`config.mk`:
```
export PLATFORM = sky130hd
export DESIGN_NAME = iso_pingpong_buf
export DESIGN_NICKNAME = d
export VERILOG_FILES = /design/src/rtl/iso_pp_pkg.sv /design/src/rtl/iso_pp_fifo.sv /design/src/rtl/iso_pp_ctrl.sv /design/src/rtl/iso_pingpong_buf.sv
export SDC_FILE = /design/constraint.sdc
export NUM_CORES = 1
export LEC_CHECK = 0
export ABC_AREA = 1
export BUFFER_PORTS_ARGS = -buffer_cell sky130_fd_sc_hd__buf_2
export CAP_MARGIN = 0
export CORE_ASPECT_RATIO = 2
export CORE_MARGIN = 2
export CORE_UTILIZATION = 30
export DETAILED_ROUTE_END_ITERATION = 7
export SYNTH_ARGS = -nofsm -noshare
export SYNTH_HDL_FRONTEND = slang
export SYNTH_SLANG_ARGS = --single-unit
```
`constraint.sdc`:
```
create_clock -name clk -period 4.1 [get_ports clk]
set_input_delay 1.23 -clock clk [delete_from_list [all_inputs] [get_ports clk]]
set_output_delay 1.23 -clock clk [all_outputs]
set_load 0.02 [all_outputs]
```
`src/rtl/iso_pp_pkg.sv`:
```
package iso_pp_pkg;

  typedef enum logic [1:0] {
    ST_READY = 2'd0,
    ST_FULL  = 2'd1,
    ST_LOST  = 2'd2
  } iso_stat_e;

endpackage

```
`src/rtl/iso_pp_fifo.sv`:
```
module iso_pp_fifo #(
  parameter int unsigned DATA_W = 8,
  parameter int unsigned DEPTH  = 64
) (
  input  logic                         clk,
  input  logic                         rst_n,
  input  logic                         clr_i,
  input  logic                         wr_i,
  input  logic [DATA_W-1:0]            wdata_i,
  input  logic                         rd_i,
  output logic [DATA_W-1:0]            rdata_o,
  output logic [$clog2(DEPTH+1)-1:0]   count_o,
  output logic                         full_o,
  output logic                         empty_o
);

  localparam int unsigned AW = $clog2(DEPTH);
  localparam int unsigned CW = $clog2(DEPTH+1);

  logic [DATA_W-1:0] mem_q [DEPTH];
  logic [AW-1:0]     wptr_q, wptr_d, rptr_q, rptr_d;
  logic [CW-1:0]     cnt_q, cnt_d;
  logic              push, pop;

  assign full_o  = (cnt_q == CW'(DEPTH));
  assign empty_o = (cnt_q == '0);
  assign push    = wr_i && !full_o && !clr_i;
  assign pop     = rd_i && !empty_o && !clr_i;

  always_comb begin
    wptr_d = wptr_q;
    rptr_d = rptr_q;
    cnt_d  = cnt_q;
    if (clr_i) begin
      wptr_d = '0;
      rptr_d = '0;
      cnt_d  = '0;
    end else begin
      if (push) wptr_d = (wptr_q == AW'(DEPTH-1)) ? '0 : wptr_q + AW'(1);
      if (pop)  rptr_d = (rptr_q == AW'(DEPTH-1)) ? '0 : rptr_q + AW'(1);
      case ({push, pop})
        2'b10:   cnt_d = cnt_q + CW'(1);
        2'b01:   cnt_d = cnt_q - CW'(1);
        default: cnt_d = cnt_q;
      endcase
    end
  end

  always_ff @(posedge clk or negedge rst_n) begin
    if (!rst_n) begin
      wptr_q <= '0;
      rptr_q <= '0;
      cnt_q  <= '0;
    end else begin
      wptr_q <= wptr_d;
      rptr_q <= rptr_d;
      cnt_q  <= cnt_d;
    end
  end

  always_ff @(posedge clk) begin
    if (push) mem_q[wptr_q] <= wdata_i;
  end

  assign rdata_o = mem_q[rptr_q];
  assign count_o = cnt_q;

  AST_CNT_BOUND: assert property (@(posedge clk) disable iff (!rst_n)
    cnt_q <= CW'(DEPTH)) else $error("count above depth");

  AST_CLR_EMPTIES: assert property (@(posedge clk) disable iff (!rst_n)
    clr_i |=> (cnt_q == '0)) else $error("clear left bytes");

  AST_FULL_NO_GROW: assert property (@(posedge clk) disable iff (!rst_n)
    (full_o && wr_i && !rd_i && !clr_i) |=> $stable(cnt_q)) else $error("full buffer grew");

endmodule

```
`src/rtl/iso_pp_ctrl.sv`:
```
module iso_pp_ctrl
  import iso_pp_pkg::*;
#(
  parameter int unsigned FRAME_W    = 11,
  parameter int unsigned DSET_DELAY = 3
) (
  input  logic               clk,
  input  logic               rst_n,
  input  logic               sof_valid_i,
  input  logic               sof_crc_ok_i,
  input  logic [FRAME_W-1:0] sof_frame_i,
  input  logic               xfer_done_i,
  input  logic               cpu_wr_i,
  input  logic               cpu_wbuf_i,
  input  logic               stby_full_i,
  input  logic               err_ack_i,
  output logic               active_b_o,
  output logic               clr_a_o,
  output logic               clr_b_o,
  output logic               wr_ok_o,
  output logic               dset_a_o,
  output logic               dset_b_o,
  output logic [FRAME_W-1:0] frame_o,
  output logic [1:0]         status_o,
  output logic               sof_pulse_o,
  output logic               wr_err_o
);

  localparam int unsigned HW = $clog2(DSET_DELAY+1);

  logic               active_b_q, active_b_d;
  logic [HW-1:0]      hold_q, hold_d;
  logic               dset_a_q, dset_a_d, dset_b_q, dset_b_d;
  logic [FRAME_W-1:0] frame_q, frame_d;
  logic               frame_en;
  iso_stat_e          status_q, status_d;
  logic               pulse_q;
  logic               done_q, done_d;
  logic               werr_q, werr_d;
  logic               blocked, wr_drop, dset_en;

  // writes refused on the frame edge and for the whole flag-update delay
  assign blocked = sof_valid_i || (hold_q != '0);
  assign wr_drop = cpu_wr_i && (blocked || (cpu_wbuf_i == active_b_q) || stby_full_i);
  assign wr_ok_o = cpu_wr_i && !wr_drop;
  assign clr_a_o = sof_valid_i && !active_b_q;
  assign clr_b_o = sof_valid_i &&  active_b_q;
  assign dset_en = !sof_valid_i && (hold_q == HW'(1));
  assign frame_en = sof_valid_i && sof_crc_ok_i;

  always_comb begin
    active_b_d = sof_valid_i ? !active_b_q : active_b_q;

    if (sof_valid_i)          hold_d = HW'(DSET_DELAY);
    else if (hold_q != '0)    hold_d = hold_q - HW'(1);
    else                      hold_d = hold_q;

    dset_a_d = dset_en ? !active_b_q : dset_a_q;
    dset_b_d = dset_en ?  active_b_q : dset_b_q;

    frame_d = frame_en ? sof_frame_i : frame_q;

    status_d = status_q;
    if (sof_valid_i) begin
      if (!sof_crc_ok_i)                 status_d = ST_LOST;
      else if (!(done_q || xfer_done_i)) status_d = ST_FULL;
      else                               status_d = ST_READY;
    end

    if (sof_valid_i)      done_d = 1'b0;
    else if (xfer_done_i) done_d = 1'b1;
    else                  done_d = done_q;

    if (wr_drop)        werr_d = 1'b1;
    else if (err_ack_i) werr_d = 1'b0;
    else                werr_d = werr_q;
  end

  always_ff @(posedge clk or negedge rst_n) begin
    if (!rst_n) begin
      active_b_q <= 1'b1;
      hold_q     <= '0;
      dset_a_q   <= 1'b0;
      dset_b_q   <= 1'b1;
      frame_q    <= '0;
      status_q   <= ST_READY;
      pulse_q    <= 1'b0;
      done_q     <= 1'b1;
      werr_q     <= 1'b0;
    end else begin
      active_b_q <= active_b_d;
      hold_q     <= hold_d;
      dset_a_q   <= dset_a_d;
      dset_b_q   <= dset_b_d;
      if (frame_en) frame_q <= frame_d;
      status_q   <= status_d;
      pulse_q    <= sof_valid_i;
      done_q     <= done_d;
      werr_q     <= werr_d;
    end
  end

  assign active_b_o  = active_b_q;
  assign dset_a_o    = dset_a_q;
  assign dset_b_o    = dset_b_q;
  assign frame_o     = frame_q;
  assign status_o    = status_q;
  assign sof_pulse_o = pulse_q;
  assign wr_err_o    = werr_q;

  AST_DSET_EXCLUSIVE: assert property (@(posedge clk) disable iff (!rst_n)
    dset_a_q != dset_b_q) else $error("data-set flags not exclusive");

  AST_DSET_HOLD_AFTER_SOF: assert property (@(posedge clk) disable iff (!rst_n)
    sof_valid_i |=> $stable({dset_a_q, dset_b_q})) else $error("flags moved early");

  AST_LOST_KEEPS_FRAME: assert property (@(posedge clk) disable iff (!rst_n)
    (sof_valid_i && !sof_crc_ok_i) |=> ($stable(frame_q) && status_q == ST_LOST))
    else $error("bad-CRC frame handling");

  AST_NO_WRITE_ON_SOF: assert property (@(posedge clk) disable iff (!rst_n)
    sof_valid_i |-> !wr_ok_o) else $error("write accepted on frame edge");

endmodule

```
`src/rtl/iso_pingpong_buf.sv`:
```
module iso_pingpong_buf #(
  parameter int unsigned FRAME_W    = 11,
  parameter int unsigned DATA_W     = 8,
  parameter int unsigned DEPTH      = 64,
  parameter int unsigned DSET_DELAY = 3
) (
  input  logic                       clk,
  input  logic                       rst_n,
  input  logic                       sof_valid_i,
  input  logic                       sof_crc_ok_i,
  input  logic [FRAME_W-1:0]         sof_frame_i,
  input  logic                       xfer_done_i,
  input  logic                       cpu_wr_i,
  input  logic                       cpu_wbuf_i,
  input  logic [DATA_W-1:0]          cpu_wdata_i,
  input  logic                       err_ack_i,
  input  logic                       bus_rd_i,
  output logic [DATA_W-1:0]          bus_rdata_o,
  output logic [$clog2(DEPTH+1)-1:0] act_cnt_o,
  output logic [$clog2(DEPTH+1)-1:0] stby_cnt_o,
  output logic                       active_b_o,
  output logic                       dset_a_o,
  output logic                       dset_b_o,
  output logic [FRAME_W-1:0]         frame_o,
  output logic [1:0]                 status_o,
  output logic                       sof_pulse_o,
  output logic                       wr_err_o
);

  localparam int unsigned CW   = $clog2(DEPTH+1);
  localparam int unsigned NBUF = 2;

  logic              active_b, wr_ok, clr_a, clr_b, stby_full;
  logic              clr_v   [NBUF];
  logic              wr_v    [NBUF];
  logic              rd_v    [NBUF];
  logic              full_v  [NBUF];
  logic              empty_v [NBUF];
  logic [DATA_W-1:0] rdata_v [NBUF];
  logic [CW-1:0]     cnt_v   [NBUF];

  iso_pp_ctrl #(
    .FRAME_W    (FRAME_W),
    .DSET_DELAY (DSET_DELAY)
  ) u_ctrl (
    .clk          (clk),
    .rst_n        (rst_n),
    .sof_valid_i  (sof_valid_i),
    .sof_crc_ok_i (sof_crc_ok_i),
    .sof_frame_i  (sof_frame_i),
    .xfer_done_i  (xfer_done_i),
    .cpu_wr_i     (cpu_wr_i),
    .cpu_wbuf_i   (cpu_wbuf_i),
    .stby_full_i  (stby_full),
    .err_ack_i    (err_ack_i),
    .active_b_o   (active_b),
    .clr_a_o      (clr_a),
    .clr_b_o      (clr_b),
    .wr_ok_o      (wr_ok),
    .dset_a_o     (dset_a_o),
    .dset_b_o     (dset_b_o),
    .frame_o      (frame_o),
    .status_o     (status_o),
    .sof_pulse_o  (sof_pulse_o),
    .wr_err_o     (wr_err_o)
  );

  assign clr_v[0] = clr_a;
  assign clr_v[1] = clr_b;

  for (genvar g = 0; g < NBUF; g++) begin : g_buf
    assign wr_v[g] = wr_ok    && (cpu_wbuf_i == 1'(g));
    assign rd_v[g] = bus_rd_i && (active_b   == 1'(g));

    iso_pp_fifo #(
      .DATA_W (DATA_W),
      .DEPTH  (DEPTH)
    ) u_fifo (
      .clk     (clk),
      .rst_n   (rst_n),
      .clr_i   (clr_v[g]),
      .wr_i    (wr_v[g]),
      .wdata_i (cpu_wdata_i),
      .rd_i    (rd_v[g]),
      .rdata_o (rdata_v[g]),
      .count_o (cnt_v[g]),
      .full_o  (full_v[g]),
      .empty_o (empty_v[g])
    );
  end

  assign stby_full   = full_v[~active_b];
  assign bus_rdata_o = rdata_v[active_b];
  assign act_cnt_o   = cnt_v[active_b];
  assign stby_cnt_o  = cnt_v[~active_b];
  assign active_b_o  = active_b;

  AST_NEW_STANDBY_EMPTY: assert property (@(posedge clk) disable iff (!rst_n)
    sof_valid_i |=> (stby_cnt_o == '0)) else $error("outgoing buffer kept data");

  AST_STANDBY_NOT_READ: assert property (@(posedge clk) disable iff (!rst_n)
    (!sof_valid_i && !(wr_ok)) |=> (stby_cnt_o == $past(stby_cnt_o)))
    else $error("standby count moved without a write");

endmodule

```
==> results.txt <==
share of the synthesized area in the top cell type - 66.0%
top-count cell post-synth - nand2_1
clk_skew - 20.8 ps
final setup vio count - 4
CP max stage delay - 580 ps
H-tree Lvls - 3
worst min path class - flop to flop
maximum clock frequency - 243 MHz
most frequent cells after synthesis - nand2_1, edfxtp_1, nand3_1, inv_1, nor2_1
placed cells - 6626
RSZ-0062 raised after global routing - yes
Total GRT Usage - 17.2%
die height - 561 um
CP required - 2870 ps
gpl congestion - 0.914
Primary FF master, synth - edfxtp_1
CP dominant cell by count - nand2_1
Netlist Area Pre-Place - 0.0466 mm^2
largest net degree at the start of global routing - 91
Area growth, synth to finish - 22.2%
setup ws final - -10.4 ps
Mapped Avg Cell Area - 10.5 um^2
vias after detailed routing - 32.8k
critical path's slowest cell - dfrtp_4
fin crit period - 4110 ps
iteration-0 DRC count of the detailed router - 2482
failing checks - negative setup slack
cell taking the most area after synthesis - edfxtp_1
CP Cell Sequence - clkinv_8 -> buf_16 -> buf_4 -> nand2_1 -> nand2_1 -> nand2_1 -> nand3_1 -> nand3_2 -> nand2_2 -> nand2_1 -> nand3_1 -> nor2_1 -> nor2_2 -> buf_6
DR WL/cell - 20.8 um
Max Slew Vio Count - 0
Final Hold Vio Count - 0
I/O Pins - 68
Port-buffer cells - 67
Final nets - 4769
initial core utilization - 30.2%
non-filler cells, final - 6854
slew of the pin with the lowest slew margin - 888 ps
Post-Syn Nets - 4506
Arrival @ worst endpoint - 2880 ps
Power Density - 428 mW/mm^2
Post-Route WL - 142 mm
post-route ant nets - 0
clock slew at reported path FFs - 70 ps
number of global-route vias before repair - 32.4k
grt total ovfl - 0
Synth cell types - 29
CP startpoint kind - flop
row count - 204
async set or reset register ratio after synthesis - 5.45%
vias per std cell - 4.78
Filler Cells Inserted - 14.9k
Leak Pwr - 22.3 nW
post-DP HPWL - 87.8 mm
sequential-to-total area share from yosys stat - 69.2%
period utilization - 100%
synth top area cells - edfxtp_1, nand2_1, nand3_1
Core Area - 0.154 mm^2
CTS max path bufs - 3
cell count after synthesis - 4458
initial antenna violation count - 1
hold_buf cts - 0
Post-synth EDFFs - 1024
share of layout cells above drive strength 1 - 17.5%
CP Capture Type - output port
die footprint - 0.159 mm^2
root buf cell - clkbuf_16
Worst Path Max Fanout - 9
CTS tree - yes
max cap viols - 0
First-pass DRT Iterations - 5
max_slew headroom - 40.8%
peak supply drop - 524 uV
Seq cells post-synth - 1083
Pwr Total - 24.3 mW
YS warnings - 0
clock sinks - 1083
Inserted Clock Buffers - 88
residual DRC count - 0
WS Path Type - flop to output port
Die Span X - 283 um
outcome - finished, violations left
clk_lat worst skew - 690 ps
first-pass GRT wire length - 203 mm
==> sequential cells by signal (all words and copies together) (netlist names), 2 cells and up <==
name and count:
g_buf.u_fifo.rptr_q 12, g_buf.u_fifo.mem_q 1024, g_buf.u_fifo.count_o 14, u_ctrl.frame_o 11
g_buf.u_fifo.wptr_q 12, u_ctrl.hold_q 2, u_ctrl.status_o 2
==> cell families after synthesis <==
group / count (synthesis) / synth area share (%)
compound gates: 169 / 2.01
xor+xnor: 17 / 0.320
fa+ha+maj: 20 / 0.569
buf+inv: 664 / 5.55
flops: 1083 / 69.2
simple gates: 2505 / 22.4
==> final timing paths <==
kind	end	cells after the start	slack (ps)	from
setup reg to reg	g_buf[0].u_fifo.count_o[5]	14	880	g_buf[0].u_fifo.count_o[1]
max in group asynchronous	g_buf[1].u_fifo.rptr_q[1]	2	2740	rst_n
hold reg to reg	u_ctrl.frame_o[6]	2	470	u_ctrl.frame_o[6]
setup / recovery	bus_rdata_o[7]	14	-10	g_buf[1].u_fifo.rptr_q[0]
hold / removal	u_ctrl.frame_o[6]	2	470	u_ctrl.frame_o[6]
min in group asynchronous	u_ctrl.frame_o[10]	1	570	rst_n
==> report_power, final <==
| part | switching, mW | leakage [nW] | internal (mW) |
|---|---|---|---|
| clock | 4.00 | 1.41 | 4.63 |
| sequential | 0.0579 | 9.97 | 12.1 |
| combinational | 2.24 | 10.9 | 1.29 |
| total | 6.30 | 22.3 | 18.1 |
==> routing by layer <==
layer / track usage [%] / part of all wire, % / vias up
li1: - / - / 15400
met1: 16.8 / 33 / 15900
met2: 31.7 / 54 / 1090
met3: 2.30 / 4.7 / 421
met4: 14.2 / 9.1 / 0
met5: 0 / 0 / -
==> stage by stage <==
stage	setup TNS, ps	hold slack, ps	instance area [um^2]	utilization, %	setup slack (ps)
final	-26.5	474	57000	36.9	-10.4
after global routing	-635	500	57000	36.9	-114
after CTS	-565	478	55400	35.9	-86.1
after floorplan	0	470	46600	-	631
after global placement	0	459	51200	33.1	292
after detailed placement	0	459	51200	33.1	334
==> cell usage in the layout (no fill, tap or decap), drive strengths merged <==
master	n
nor3	20
o22ai	11
o211ai	29
dfstp	3
nand2	1380
nand3	712
a22o	1
ha	18
dfrtp	56
nand4	8
clkbuf	131
bufinv	8
nor2	353
edfxtp	1024
clkinvlp	4
a21oi	18
nor4	2
o21ai	110
fa	2
clkinv	35
xor2	12
inv	435
or2	27
nand3b	1
buf	383
xnor2	5
diode	1
nor2b	2
bufbuf	3
==> timing repair <==
action	4_1_cts	5_1_grt
setup endpoints to repair	8	8
resized for setup	210	218
hold endpoints to repair	0	0
setup buffers	14	16
gates cloned	15	20
pin swaps	42	93
==> layout make-up <==
class | count | area [um^2] | area share, %
diodes | 1 | 2.50 | 0.00439
clock buffers | 113 | 2370 | 4.16
clock inverters | 49 | 493 | 0.866
inverters | 433 | 1670 | 2.93
multi-input cells | 2711 | 13100 | 23.0
flip-flops and latches | 1083 | 32200 | 56.6
well taps | 2060 | 2580 | 4.53
repair buffers | 404 | 4480 | 7.87
==> worst max-delay path: cells and delay by family, from the launching register on <==
family                 cells  cell delay (ps)
AND/OR/NAND/NOR           10              960
buffers and inverters      4              610
flip-flops                 1              580
No activity file was read; power rests on OpenSTA's default activity.
